## src/rtl/rtr_pkg.sv

```systemverilog
package rtr_pkg;

  typedef enum logic [1:0] {
    KIND_RD   = 2'd0,
    KIND_WR   = 2'd1,
    KIND_MSG  = 2'd2,
    KIND_RSVD = 2'd3
  } reqKind_e;

  typedef enum logic [2:0] {
    DST_NONE = 3'd0,
    DST_DRAM = 3'd1,
    DST_GFX  = 3'd2,
    DST_PEER = 3'd3,
    DST_INT  = 3'd4
  } dest_e;

  // window indices; window w uses selectors 2+2w (base) and 3+2w (limit)
  localparam int WIN_AP   = 0;
  localparam int WIN_PEER = 1;
  localparam int WIN_SB   = 2;
  localparam int NUM_WIN  = 3;

  localparam logic [2:0] SEL_DRAM_TOP = 3'd0;
  localparam logic [2:0] SEL_CONTROL  = 3'd1;

  typedef struct packed {
    logic  dramHit;
    logic  apHit;
    logic  peerHit;
    logic  sbHit;
    logic  peerOwnSrc;
  } winHit_t;

  typedef struct packed {
    logic  load;
    dest_e dest;
    logic  snoop;
    logic  ur;
    logic  failCpl;
    logic  redirect;
    logic  killBe;
  } ctrlStrobe_t;

endpackage

```

## src/rtl/rtr_datapath.sv

```systemverilog
module rtr_datapath
  import rtr_pkg::*;
#(
  parameter int ADDR_W = 32,
  parameter int BE_W = 4,
  parameter int PORT_W = 2,
  parameter logic [ADDR_W-1:0] LEGACY_ADDR = 32'h000C_0000
) (
  input  logic              clk,
  input  logic              rstN,
  input  logic              cfgWrEn,
  input  logic [2:0]        cfgSel,
  input  logic [ADDR_W-1:0] cfgData,
  input  logic [ADDR_W-1:0] inAddr,
  input  logic [BE_W-1:0]   inBe,
  input  logic [PORT_W-1:0] inSrcPort,
  input  ctrlStrobe_t       strobe,
  output winHit_t           hits,
  output logic              bmeOn,
  output dest_e             outDest,
  output logic              outSnoop,
  output logic              outUr,
  output logic              outFailCpl,
  output logic [ADDR_W-1:0] outAddr,
  output logic [BE_W-1:0]   outBe
);

  localparam int CTRL_W = PORT_W + 1;

  logic [ADDR_W-1:0] dramTop;
  logic [CTRL_W-1:0] ctrlReg;
  logic [ADDR_W-1:0] winBase  [NUM_WIN];
  logic [ADDR_W-1:0] winLimit [NUM_WIN];
  logic [NUM_WIN-1:0] winHit;

  always_ff @(posedge clk) begin
    if (!rstN) begin
      dramTop <= '0;
      ctrlReg <= '0;
    end else if (cfgWrEn) begin
      if (cfgSel == SEL_DRAM_TOP) dramTop <= cfgData;
      if (cfgSel == SEL_CONTROL)  ctrlReg <= cfgData[CTRL_W-1:0];
    end
  end

  for (genvar w = 0; w < NUM_WIN; w++) begin : g_win
    localparam logic [2:0] SEL_BASE  = 3'(2 + 2 * w);
    localparam logic [2:0] SEL_LIMIT = 3'(3 + 2 * w);
    always_ff @(posedge clk) begin
      if (!rstN) begin
        winBase[w]  <= '1;
        winLimit[w] <= '0;
      end else if (cfgWrEn) begin
        if (cfgSel == SEL_BASE)  winBase[w]  <= cfgData;
        if (cfgSel == SEL_LIMIT) winLimit[w] <= cfgData;
      end
    end
    assign winHit[w] = (inAddr >= winBase[w]) && (inAddr <= winLimit[w]);
  end

  assign bmeOn = ctrlReg[0];

  always_comb begin
    hits.dramHit    = inAddr < dramTop;
    hits.apHit      = winHit[WIN_AP];
    hits.peerHit    = winHit[WIN_PEER];
    hits.sbHit      = winHit[WIN_SB];
    hits.peerOwnSrc = ctrlReg[CTRL_W-1:1] == inSrcPort;
  end

  always_ff @(posedge clk) begin
    if (!rstN) begin
      outDest    <= DST_NONE;
      outSnoop   <= 1'b0;
      outUr      <= 1'b0;
      outFailCpl <= 1'b0;
      outAddr    <= '0;
      outBe      <= '0;
    end else if (strobe.load) begin
      outDest    <= strobe.dest;
      outSnoop   <= strobe.snoop;
      outUr      <= strobe.ur;
      outFailCpl <= strobe.failCpl;
      outAddr    <= strobe.redirect ? LEGACY_ADDR : inAddr;
      outBe      <= strobe.killBe ? '0 : inBe;
    end
  end

endmodule

```

## src/rtl/rtr_ctrl.sv

```systemverilog
module rtr_ctrl
  import rtr_pkg::*;
#(
  parameter int VC_W = 3
) (
  input  logic            clk,
  input  logic            rstN,
  input  logic            inValid,
  input  logic [1:0]      inKind,
  input  logic [VC_W-1:0] inVc,
  input  logic            inNoSnoop,
  input  winHit_t         hits,
  input  logic            bmeOn,
  input  logic            outReady,
  output logic            inReady,
  output logic            outValid,
  output ctrlStrobe_t     strobe
);

  reqKind_e kind;
  logic     isRd;
  logic     isWr;

  assign kind    = reqKind_e'(inKind);
  assign isRd    = kind == KIND_RD;
  assign isWr    = kind == KIND_WR;
  assign inReady = !outValid || outReady;

  always_comb begin
    strobe          = '0;
    strobe.load     = inValid && inReady;
    strobe.dest     = DST_NONE;
    if (!bmeOn) begin
      strobe.ur = 1'b1;
    end else if (inVc != '0 || kind == KIND_RSVD) begin
      strobe.ur = 1'b1;
    end else if (kind == KIND_MSG) begin
      strobe.dest = DST_INT;
    end else if (hits.apHit) begin
      if (isWr) strobe.dest = DST_GFX;
      else      strobe.ur   = 1'b1;
    end else if (hits.sbHit) begin
      strobe.ur = 1'b1;
    end else if (hits.peerHit) begin
      if (isWr && !hits.peerOwnSrc) strobe.dest = DST_PEER;
      else                          strobe.ur   = 1'b1;
    end else if (hits.dramHit) begin
      strobe.dest  = DST_DRAM;
      strobe.snoop = !inNoSnoop;
    end else if (inNoSnoop) begin
      strobe.dest     = DST_DRAM;
      strobe.redirect = 1'b1;
      strobe.failCpl  = isRd;
      strobe.killBe   = isWr;
    end else begin
      strobe.ur = 1'b1;
    end
  end

  always_ff @(posedge clk) begin
    if (!rstN)            outValid <= 1'b0;
    else if (strobe.load) outValid <= 1'b1;
    else if (outReady)    outValid <= 1'b0;
  end

endmodule

```

## src/rtl/pcie_inbound_router.sv

```systemverilog
module pcie_inbound_router
  import rtr_pkg::*;
#(
  parameter int ADDR_W = 32,
  parameter int BE_W = 4,
  parameter int VC_W = 3,
  parameter int PORT_W = 2,
  parameter logic [ADDR_W-1:0] LEGACY_ADDR = 32'h000C_0000
) (
  input  logic              clk,
  input  logic              rstN,
  input  logic              cfgWrEn,
  input  logic [2:0]        cfgSel,
  input  logic [ADDR_W-1:0] cfgData,
  input  logic              inValid,
  output logic              inReady,
  input  logic [1:0]        inKind,
  input  logic [ADDR_W-1:0] inAddr,
  input  logic [BE_W-1:0]   inBe,
  input  logic [VC_W-1:0]   inVc,
  input  logic              inNoSnoop,
  input  logic [PORT_W-1:0] inSrcPort,
  output logic              outValid,
  input  logic              outReady,
  output logic [2:0]        outDest,
  output logic              outSnoop,
  output logic              outUr,
  output logic              outFailCpl,
  output logic [ADDR_W-1:0] outAddr,
  output logic [BE_W-1:0]   outBe
);

  winHit_t     hits;
  ctrlStrobe_t strobe;
  logic        bmeOn;
  dest_e       destQ;

  rtr_ctrl #(.VC_W(VC_W)) u_ctrl (
    .clk(clk), .rstN(rstN), .inValid(inValid), .inKind(inKind), .inVc(inVc),
    .inNoSnoop(inNoSnoop), .hits(hits), .bmeOn(bmeOn), .outReady(outReady),
    .inReady(inReady), .outValid(outValid), .strobe(strobe)
  );

  rtr_datapath #(
    .ADDR_W(ADDR_W), .BE_W(BE_W), .PORT_W(PORT_W), .LEGACY_ADDR(LEGACY_ADDR)
  ) u_dp (
    .clk(clk), .rstN(rstN), .cfgWrEn(cfgWrEn), .cfgSel(cfgSel), .cfgData(cfgData),
    .inAddr(inAddr), .inBe(inBe), .inSrcPort(inSrcPort), .strobe(strobe),
    .hits(hits), .bmeOn(bmeOn), .outDest(destQ), .outSnoop(outSnoop),
    .outUr(outUr), .outFailCpl(outFailCpl), .outAddr(outAddr), .outBe(outBe)
  );

  assign outDest = destQ;

endmodule

```

## config.mk

```make
export PLATFORM = sky130hd
export DESIGN_NAME = pcie_inbound_router
export DESIGN_NICKNAME = d
export VERILOG_FILES = /design/src/rtl/rtr_pkg.sv /design/src/rtl/rtr_datapath.sv /design/src/rtl/rtr_ctrl.sv /design/src/rtl/pcie_inbound_router.sv
export SDC_FILE = /design/constraint.sdc
export NUM_CORES = 1
export LEC_CHECK = 0
export CELL_PAD_IN_SITES_DETAIL_PLACEMENT = 0
export CELL_PAD_IN_SITES_GLOBAL_PLACEMENT = 1
export CORE_MARGIN = 3
export CORE_UTILIZATION = 47
export DETAILED_ROUTE_END_ITERATION = 6
export HOLD_SLACK_MARGIN = 0.02
export PLACE_DENSITY_LB_ADDON = 0.3
export SLEW_MARGIN = 20
export SYNTH_ARGS = -nofsm -noshare
export SYNTH_HDL_FRONTEND = slang
export SYNTH_SLANG_ARGS = --single-unit
```

## constraint.sdc

```tcl
create_clock -name clk -period 4.8 [get_ports clk]
set_input_delay 0.96 -clock clk [delete_from_list [all_inputs] [get_ports clk]]
set_output_delay 0.96 -clock clk [all_outputs]
set_load 0.01 [all_outputs]
```

==> impl_metrics.ini, run 1 <==
[critical_path]
timing.reg2reg.setup_slack_ps = 1250
worst_ep_required_time_ps = 5140
timing.critical_path.to_type = flop
rr_startpoint = u_dp.winBase[1][25]$_SDFFCE_PN1P_
worstPathArrival_ps = 4520
reg2regPathDepth = 10
timing.rr.end = u_dp.outAddr[5]$_SDFFE_PN0P_
timing.critical_path.fanout_max = 35
cp-start-kind = input port
setup.worst_path.class = in2reg

[timing]
final.period_utilization = 0.872
drv_slew = 0
holdWs_ps = 452
slew_headroom = 0.322
final.setup.tns_ps = 0
final-hold-violation-count = 0
worstMarginPinSlew_ps = 1020
maxClockFrequency_mhz = 239
grt_setup_unrepaired = no
period_needed_ps = 4180
finalSetupViolCount = 0
clock_skew_ps = 14.2

[grt]
use_met2 = 0.387
gr-usage-met3 = 0.0395
grt_max_degree = 83
overflow = 0
globalRouteTotalUtil = 0.242
grt_first_pass_wirelength_mm = 70.7
grt-busiest-layer = met2
antenna_violations_before_repair = 0
grt_pass1_vias = 12300
use_met1 = 0.343

[routing]
via_per_inst = 5.57
total_number_of_vias = 12500
antenna_left = 0
detailedRoute.firstPassIterationCount = 5
finalWirelength_mm = 46.0
detail_route.iter0.violations = 856
drcViolationCount = 0
wire_per_inst_um = 20.5

[power]
combinationalPowerShare = 0.156
worst_ir_drop_vdd_mv = 0.203
relative_contribution_of_the_clock_network_to_total_power = 0.424
power_density_nw_per_um2 = 323
swShare = 0.255
netSwitchingPower_w = 0.00163
share_of_power_burned_in_registers = 0.420
intPower_w = 0.00476
static_power_due_to_leakage_nw = 8.22

[clock_network]
clock_tree_from_tritoncts = yes
number_of_h_tree_branching_levels = 2
root_buffer_cell = sky130_fd_sc_hd__clkbuf_16
clk-insertion-delay-late_ps = 510
ctsHoldBuffers = 0
number_of_clock_buffers_inserted_by_tritoncts = 34
cts_post_setup_buffers_inserted = 0
clock_sink_count = 270
post_cts_resized = 0
clk_path_buf_depth = 3
path_clk_slew_ps = 50

[layout]
finish.cell_count_without_fillers = 2245
final_core_utilization = 0.582
antenna-diode-count = 0
area.growth.synth_to_final_pct = 20.1
final_layout_size_suffix_gt1_frac = 0.127
finish.net_count = 2079

[hold_path]
timing.hold.worst.class = reg2reg
holdPathStages = 2
min_to = u_dp.dramTop[0]$_SDFFE_PN0P_
hold_path_startpoint = u_dp.dramTop[0]$_SDFFE_PN0P_

[synth]
sequential_to_total_area_share_from_yosys_stat = 0.444
syn_area_per_cell_um2 = 10.3
synth_top_cell_area_share = 0.350
synthDistinctLibCells = 64
total_of_flip_flops_plus_latches_after_synthesis = 270
synth_edf_count = 192
synth_cells = 1607
ys_async_sr_fraction = 0
synthDominantAreaCellType = sky130_fd_sc_hd__edfxtp_1
yosysWarningCount = 0
synthFlopType = sky130_fd_sc_hd__edfxtp_1
synthTopCellsByArea = sky130_fd_sc_hd__edfxtp_1 35%, sky130_fd_sc_hd__ha_1 17%, sky130_fd_sc_hd__dfxtp_1 9.5%
synth_area_um2 = 16500
number_of_nets_produced_by_synthesis = 1914

[job]
max_cap_violations = 0

[die]
dieHeight_um = 193
area_of_the_core_um2 = 34000
fp.dieArea_um2 = 37400
die-width_um = 193
top_level_ports = 128
start_util = 0.485
num_rows = 67

[placed_design]
dp_hpwl_mm = 33.4
portBuffers = 127
placed_cells = 2184
gp_congestion = 0.923

[status]
outcome = finished clean
## layout by cell type, fill, tap and decap left out, types with 6 or more instances in the layout
| cell type | count |
|---|---|
| sky130_fd_sc_hd__nand4_1 | 48 |
| sky130_fd_sc_hd__clkdlybuf4s50_1 | 126 |
| sky130_fd_sc_hd__inv_1 | 230 |
| sky130_fd_sc_hd__or2_2 | 66 |
| sky130_fd_sc_hd__clkbuf_1 | 8 |
| sky130_fd_sc_hd__a21o_1 | 27 |
| sky130_fd_sc_hd__o311ai_4 | 20 |
| sky130_fd_sc_hd__ha_1 | 223 |
| sky130_fd_sc_hd__o21ai_0 | 25 |
| sky130_fd_sc_hd__o21ai_4 | 6 |
| sky130_fd_sc_hd__or3_1 | 65 |
| sky130_fd_sc_hd__nor2_1 | 17 |
| sky130_fd_sc_hd__o211ai_1 | 11 |
| sky130_fd_sc_hd__nand2_1 | 139 |
| sky130_fd_sc_hd__edfxtp_1 | 192 |
| sky130_fd_sc_hd__nand2b_1 | 9 |
| sky130_fd_sc_hd__dfxtp_1 | 78 |
| sky130_fd_sc_hd__buf_4 | 62 |
| sky130_fd_sc_hd__a21oi_1 | 117 |
| sky130_fd_sc_hd__nor3_1 | 6 |
| sky130_fd_sc_hd__nand3_1 | 60 |
| sky130_fd_sc_hd__and2_1 | 97 |
| sky130_fd_sc_hd__nor4_1 | 11 |
| sky130_fd_sc_hd__clkbuf_16 | 37 |
| sky130_fd_sc_hd__nor2b_1 | 7 |
## power groups by stage
stage	Clock (W)	Sequential, W	Combinational (W)
final	0.00271	0.00268	0.00100
after global routing	0.00285	0.00269	0.00111
after CTS	0.00275	0.00268	0.00100
after detailed placement	0	0.00273	0.000993
after global placement	0	0.00273	0.000964
after floorplan	0	0.00274	0.000535
## registers in the layout, summed over array words and instances (netlist names)
signal	cells
u_dp.outSnoop	1
u_dp.outFailCpl	1
u_dp.outUr	1
u_dp.outDest	3
u_dp.outAddr	32
u_dp.ctrlReg	3
u_dp.winBase	96
u_dp.winLimit	96
u_ctrl.outValid	1
u_dp.dramTop	32
u_dp.outBe	4
## area by class of cell
type	count	area, um2
Tap cell	448	561
Clock buffer	48	997
Fill cell	2923	14200
Sequential cell	270	7330
Multi-Input combinational cell	1046	8130
Inverter	231	867
Clock inverter	13	186
Timing Repair Buffer	189	1750
## worst max-delay path by stage
stage / end / from / cells after the start
3_5_place_dp: u_dp.outAddr[2]$_SDFFE_PN0P_ / inAddr[29] / 10
2_1_floorplan: u_dp.winBase[0][0]$_SDFFCE_PN1P_ / cfgSel[0] / 3
6_report: u_dp.outAddr[5]$_SDFFE_PN0P_ / inAddr[29] / 10
4_1_cts: u_dp.outAddr[2]$_SDFFE_PN0P_ / inAddr[29] / 10
3_3_place_gp: u_dp.outAddr[4]$_SDFFE_PN0P_ / inAddr[29] / 10
5_1_grt: u_dp.outAddr[2]$_SDFFE_PN0P_ / inAddr[29] / 10
## cells by family after synthesis
family,share of synthesized area
AOI/OAI and AO/OA,0.135
buffers and inverters,0.0687
adders and majority gates,0.169
muxes,0.000607
and+or+nand+nor,0.181
DFF,0.444
xor gates and xnor gates,0.00106
## metal layers
metal | wire (um) | up-vias
li1 | - | 6043
met1 | 21000 | 5965
met2 | 20500 | 440
met3 | 3380 | 61
met4 | 1070 | 0
met5 | 0 | -
## through the flow
| stage | setup WS [ps] | total power, W | instance area [um2] |
|---|---|---|---|
| global route | 360 | 0.00665 | 19800 |
| finish | 616 | 0.00639 | 19800 |
| CTS | 569 | 0.00643 | 19800 |
| detailed placement | 40.6 | 0.00372 | 18600 |
| floorplan | 682 | 0.00327 | 16500 |
| global placement | 72.1 | 0.00369 | 18600 |
## critical path: stages
cell and delay, ps:
sky130_fd_sc_hd__clkdlybuf4s50_1 720, sky130_fd_sc_hd__ha_1 320, sky130_fd_sc_hd__a21o_1 180, sky130_fd_sc_hd__a21o_1 170, sky130_fd_sc_hd__a221oi_1 280, sky130_fd_sc_hd__o21ai_0 260
sky130_fd_sc_hd__o211ai_2 350, sky130_fd_sc_hd__nand4_4 180, sky130_fd_sc_hd__nor2_8 800, sky130_fd_sc_hd__o311ai_0 290
## Yosys cell counts (48+ instances only)
master,instances
sky130_fd_sc_hd__edfxtp_1,192
sky130_fd_sc_hd__dfxtp_1,78
sky130_fd_sc_hd__nand4_1,48
sky130_fd_sc_hd__nand2_1,140
sky130_fd_sc_hd__or3_1,66
sky130_fd_sc_hd__clkbuf_1,57
sky130_fd_sc_hd__and2_1,97
sky130_fd_sc_hd__inv_1,230
sky130_fd_sc_hd__a21oi_1,117
sky130_fd_sc_hd__or2_2,66
sky130_fd_sc_hd__nand3_1,60
sky130_fd_sc_hd__ha_1,223
Power figures use the tool's default switching activity.
==> run 2, diff against run 1 <==
Settings changed: CORE_UTILIZATION 47 to 45, GPL_TIMING_DRIVEN set to 0.
==> run 2 against run 1 <==
Effect of this change:
- maximum frequency decreased by 4.9%
- sequential cell count unchanged
- core utilization decreased by 3.2 points
- first-iteration DRC count decreased by 1.8%
- combinational power about the same
- register-to-register slack improved by 170 ps
- sequential share of layout area increased by 0.23 points
- non-clock buffer count increased by 6
- clock power decreased by 6%
- largest cell class unchanged
==> impl_metrics.ini, run 2 (synthesis results as in run 1) <==
[power]
worst_ir_drop_vdd_mv = 0.198
static_power_due_to_leakage_nw = 8.04
power_density_nw_per_um2 = 315

[die]
num_rows = 69
fp.dieArea_um2 = 39000
top_level_ports = 128
start_util = 0.460
area_of_the_core_um2 = 35800
dieHeight_um = 197
die-width_um = 197

[placed_design]
dp_hpwl_mm = 35.1
placement.setup.worst_slack_ps = -148
portBuffers = 127
gp_congestion = 0.865

[timing]
period_needed_ps = 4400
finalSetupViolCount = 0
layout_setup_ws_ps = 402
worstMarginPinSlew_ps = 1030
maxClockFrequency_mhz = 227
clock_skew_ps = 10.3
final.period_utilization = 0.916
slew_headroom = 0.313
final-hold-violation-count = 0
grt_setup_unrepaired = no
holdWs_ps = 449
drv_slew = 0

[critical_path]
cp-start-kind = input port
setup.worst_path.class = in2reg
timing.critical_path.fanout_max = 10
worstPathArrival_ps = 4750
worst_ep_required_time_ps = 5150
reg2regPathDepth = 11
timing.critical_path.to_type = flop

[layout]
mostFrequentLayoutCell = sky130_fd_sc_hd__inv_1
layout.cells.most_common_list = 230 x sky130_fd_sc_hd__inv_1, 223 x sky130_fd_sc_hd__ha_1, 192 x sky130_fd_sc_hd__edfxtp_1, 140 x sky130_fd_sc_hd__nand2_1, 127 x sky130_fd_sc_hd__clkdlybuf4s50_1
layout_top_registers = u_dp.winBase: 96 flops, u_dp.winLimit: 96 flops
antenna-diode-count = 0
final_layout_size_suffix_gt1_frac = 0.0943
area.growth.synth_to_final_pct = 19.4
finish.net_count = 2085

[clock_network]
number_of_clock_buffers_inserted_by_tritoncts = 34
clock_tree_from_tritoncts = yes
number_of_h_tree_branching_levels = 2
clk_path_buf_depth = 3
ctsHoldBuffers = 0
clk-insertion-delay-late_ps = 510
post_cts_resized = 0
path_clk_slew_ps = 60
clock_sink_count = 270
root_buffer_cell = sky130_fd_sc_hd__clkbuf_16
cts_post_setup_buffers_inserted = 0

[routing]
detail_route.iter0.violations = 841
wire_per_inst_um = 20.7
detailedRoute.firstPassIterationCount = 5
via_per_inst = 5.54
finalWirelength_mm = 46.8
antenna_left = 0
total_number_of_vias = 12500
drcViolationCount = 0

[grt]
grt_pass1_vias = 12400
globalRouteTotalUtil = 0.240
overflow = 0
grt_first_pass_wirelength_mm = 70.9
grt_max_degree = 21
antenna_violations_before_repair = 1

[status]
outcome = finished clean

[hold_path]
holdPathStages = 2
timing.hold.worst.class = reg2reg

[job]
max_cap_violations = 0
## run 2: cell types whose count changed in the layout (fill, tap and decap cells not counted), moves of 3 or more
cell	previous run	this run
sky130_fd_sc_hd__buf_4	62	0
sky130_fd_sc_hd__clkbuf_1	8	66
sky130_fd_sc_hd__bufinv_16	5	2
sky130_fd_sc_hd__buf_6	0	3
sky130_fd_sc_hd__buf_16	0	5
## run 2: metal layers
layer / GRT usage / vias up / part of all wire
met2: 0.398 / 365 / 0.46
met3: 0.0418 / 87 / 0.067
met5: 0 / - / 0.00028
met4: 0.0763 / 2 / 0.032
met1: 0.322 / 6023 / 0.44
li1: - / 6051 / -
## run 2: cell type report
cell class	instances	area, um2
Clock inverter	11	116
Timing Repair Buffer	135	1450
Multi-Input combinational cell	1046	8100
Sequential cell	270	7330
Buffer	60	267
Tap cell	461	577
Inverter	231	867
Fill cell	3065	16100
Clock buffer	49	991
## run 2: through the flow
step           std cells  total power [W]   util  setup TNS [ps]  area [um2]
2_1_floorplan       1607          0.00327      -               0       16500
3_3_place_gp        2195          0.00366  0.512         -311890       18300
3_5_place_dp        2203          0.00372  0.519           -3800       18600
4_1_cts             2263          0.00625  0.550               0       19700
5_1_grt             2263          0.00647  0.550               0       19700
6_report            2263          0.00621  0.550               0       19700
## run 2: worst paths after layout
kind | startpoint | to | slack (ps)
worst max register to register | u_dp.winBase[1][25]$_SDFFCE_PN1P_ | u_dp.outAddr[24]$_SDFFE_PN0P_ | 1420
worst min-delay path | u_dp.dramTop[0]$_SDFFE_PN0P_ | u_dp.dramTop[0]$_SDFFE_PN0P_ | 450
worst max-delay path | inAddr[27] | u_dp.outAddr[24]$_SDFFE_PN0P_ | 400
worst min register to register | u_dp.dramTop[0]$_SDFFE_PN0P_ | u_dp.dramTop[0]$_SDFFE_PN0P_ | 450
## run 2: worst max-delay path: stages
cell and delay [ps]:
sky130_fd_sc_hd__clkdlybuf4s50_1 870, sky130_fd_sc_hd__ha_1 350, sky130_fd_sc_hd__and2_0 170, sky130_fd_sc_hd__a221o_1 300, sky130_fd_sc_hd__a221oi_1 520, sky130_fd_sc_hd__o21ai_0 360, sky130_fd_sc_hd__o211ai_2 440, sky130_fd_sc_hd__nand4_4 190
sky130_fd_sc_hd__nor2_8 260, sky130_fd_sc_hd__buf_12 210, sky130_fd_sc_hd__o311ai_4 110
## run 2: where the power goes
| group | internal [W] | total (W) | switching, W | leakage (nW) |
|---|---|---|---|---|
| clock | 0.00155 | 0.00254 | 0.000990 | 0.537 |
| sequential | 0.00264 | 0.00268 | 0.0000446 | 2.52 |
| combinational | 0.000401 | 0.000990 | 0.000589 | 4.98 |
==> run 3, diff against run 2 <==
Settings changed: CORE_MARGIN 3 to 8.
==> run 3 against run 2 <==
Effect of this change:
- core utilization fell by 0.76 points
- clock power fell by 2%
- combinational power barely moved
- critical endpoint is now u_dp.outAddr[29]$_SDFFE_PN0P_
- largest power group unchanged
==> impl_metrics.ini, run 3 (synthesis results as in run 1) <==
[status]
outcome = finished clean

[critical_path]
critPathTopFamily = compound AO/OA/AOI/OAI gates
reg2regPathDepth = 11
crit_buf_inv = 2
timing.rr.end = u_dp.outAddr[29]$_SDFFE_PN0P_
timing.critical_path.to_type = flop
setup.worst_path.class = in2reg
maximum_cell_stage_delay_along_the_critical_path_ps = 850
rr_startpoint = u_dp.winBase[1][25]$_SDFFCE_PN1P_
timing.critical_path.slowest_stage_cell = sky130_fd_sc_hd__clkdlybuf4s50_1
timing.reg2reg.setup_slack_ps = 1270
timing.critical_path.fanout_max = 10
cp-start-kind = input port
critical_path_depth = 11
critical_path.cell_chain = clkdlybuf4s50_1, ha_1, and2_0, a221o_1, a221oi_1, o21ai_0, o211ai_2, nand4_4, nor2_8, buf_6, o311ai_2
worst_ep_required_time_ps = 5160
worstPathArrival_ps = 4850

[hold_path]
timing.hold.worst.class = reg2reg
min_to = u_dp.dramTop[0]$_SDFFE_PN0P_
hold_path_startpoint = u_dp.dramTop[0]$_SDFFE_PN0P_
holdPathStages = 2

[clock_network]
clk-insertion-delay-late_ps = 520
number_of_h_tree_branching_levels = 2
ctsHoldBuffers = 0
post_cts_resized = 0
clk_path_buf_depth = 3
number_of_clock_buffers_inserted_by_tritoncts = 34
cts_post_setup_buffers_inserted = 0
clock_sink_count = 270
root_buffer_cell = sky130_fd_sc_hd__clkbuf_16
clock_tree_from_tritoncts = yes
path_clk_slew_ps = 60

[die]
top_level_ports = 128
fp.dieArea_um2 = 43000
start_util = 0.454
dieHeight_um = 207
die-width_um = 207
area_of_the_core_um2 = 36300
num_rows = 70

[timing]
drv_slew = 0
maxClockFrequency_mhz = 223
worstMarginPinSlew_ps = 1010
period_needed_ps = 4490
grt_setup_unrepaired = no
final.setup.tns_ps = 0
clock_skew_ps = 17.2
finalSetupViolCount = 0
slew_headroom = 0.330
final.period_utilization = 0.936
final-hold-violation-count = 0

[job]
max_cap_violations = 0

[layout]
antenna-diode-count = 0
final_instance_area_um2 = 19700
layout_top_registers = u_dp.winBase: 96 flops, u_dp.winLimit: 96 flops
num-fill-cells = 3169
layout.cells.most_common_list = 230 x sky130_fd_sc_hd__inv_1, 223 x sky130_fd_sc_hd__ha_1, 192 x sky130_fd_sc_hd__edfxtp_1, 140 x sky130_fd_sc_hd__nand2_1, 127 x sky130_fd_sc_hd__clkdlybuf4s50_1
finish.cell_count_without_fillers = 2272
final_layout_size_suffix_gt1_frac = 0.0948
area.growth.synth_to_final_pct = 19.5
mostFrequentLayoutCell = sky130_fd_sc_hd__inv_1
finish.net_count = 2085

[power]
worst_ir_drop_vdd_mv = 0.183
static_power_due_to_leakage_nw = 8.05
power_density_nw_per_um2 = 312

[grt]
globalRouteTotalUtil = 0.216
overflow = 0
grt_max_degree = 21
grt_pass1_vias = 12500
grt_first_pass_wirelength_mm = 71.9
antenna_violations_before_repair = 2

[placed_design]
gp_congestion = 0.864
placed_cells = 2210
portBuffers = 127
placed_area_um2 = 18600
dp_hpwl_mm = 35.8

[routing]
total_number_of_vias = 12600
detail_route.iter0.violations = 801
detailedRoute.firstPassIterationCount = 5
drt-met1-wl_mm = 21.2
wire_per_inst_um = 20.8
antenna_left = 0
drcViolationCount = 0
via_per_inst = 5.53
dr_wl_met2_mm = 21.4
dr_wl_met3_mm = 2.99
finalWirelength_mm = 47.2
route.top_layer_used = met5
[run 3: changes by cell type in the layout (fill, tap and decap cells not counted)]
cell,delta
sky130_fd_sc_hd__buf_16,+1
sky130_fd_sc_hd__bufinv_16,-2
sky130_fd_sc_hd__clkinv_4,-1
sky130_fd_sc_hd__buf_8,-1
sky130_fd_sc_hd__clkbuf_1,-3
sky130_fd_sc_hd__clkbuf_16,+1
sky130_fd_sc_hd__clkinv_2,+2
sky130_fd_sc_hd__inv_6,-1
sky130_fd_sc_hd__clkbuf_8,+2
sky130_fd_sc_hd__clkinv_1,+4
[run 3: tightest hold or removal path, delay by kind of cell (launching register included)]
family	cells	cell delay [ps]
compound gates	1	50
simple gates	1	50
flops	1	300
[run 3: worst max-delay path by stage]
stage               startpoint                                end  slack (ps)
floorplan            cfgSel[0]   u_dp.winBase[0][0]$_SDFFCE_PN1P_         680
global placement     cfgSel[0]  u_dp.winBase[0][14]$_SDFFCE_PN1P_       -2010
detailed placement  inAddr[27]      u_dp.outAddr[29]$_SDFFE_PN0P_        -190
CTS                 inAddr[27]      u_dp.outAddr[29]$_SDFFE_PN0P_         340
global route        inAddr[27]      u_dp.outAddr[29]$_SDFFE_PN0P_         250
finish              inAddr[27]      u_dp.outAddr[29]$_SDFFE_PN0P_         310
[run 3: power by group]
group / switching [W] / leakage [nW] / total [W] / internal (W)
logic: 0.000590 / 4.99 / 0.000992 / 0.000402
clock network: 0.000986 / 0.537 / 0.00248 / 0.00149
registers: 0.0000438 / 2.52 / 0.00268 / 0.00264
total: 0.00162 / 8.05 / 0.00615 / 0.00453
[run 3: layout make-up]
type | instances | area (um2) | share of cell area
Tap cell | 468 | 586 | 0.0297
Inverter | 231 | 867 | 0.0440
Clock buffer | 49 | 1030 | 0.0524
Sequential cell | 270 | 7330 | 0.372
Timing Repair Buffer | 135 | 1460 | 0.0740
Multi-Input combinational cell | 1046 | 8100 | 0.411
Clock inverter | 13 | 63.8 | 0.00324
Buffer | 60 | 267 | 0.0135
[run 3: stage by stage]
| step | util | setup slack, ps | hold WS, ps | total power [W] |
|---|---|---|---|---|
| floorplan | - | 682 | 432 | 0.00327 |
| global placement | 0.505 | -2010 | 438 | 0.00366 |
| detailed placement | 0.512 | -185 | 444 | 0.00372 |
| CTS | 0.542 | 343 | 452 | 0.00619 |
| global route | 0.542 | 247 | 471 | 0.00639 |
| finish | 0.542 | 309 | 450 | 0.00615 |
[run 3: routing by layer]
| layer | GRT usage | up-vias |
|---|---|---|
| li1 | - | 6059 |
| met1 | 0.287 | 6041 |
| met2 | 0.349 | 375 |
| met3 | 0.0361 | 80 |
| met4 | 0.0789 | 4 |
| met5 | 0 | - |
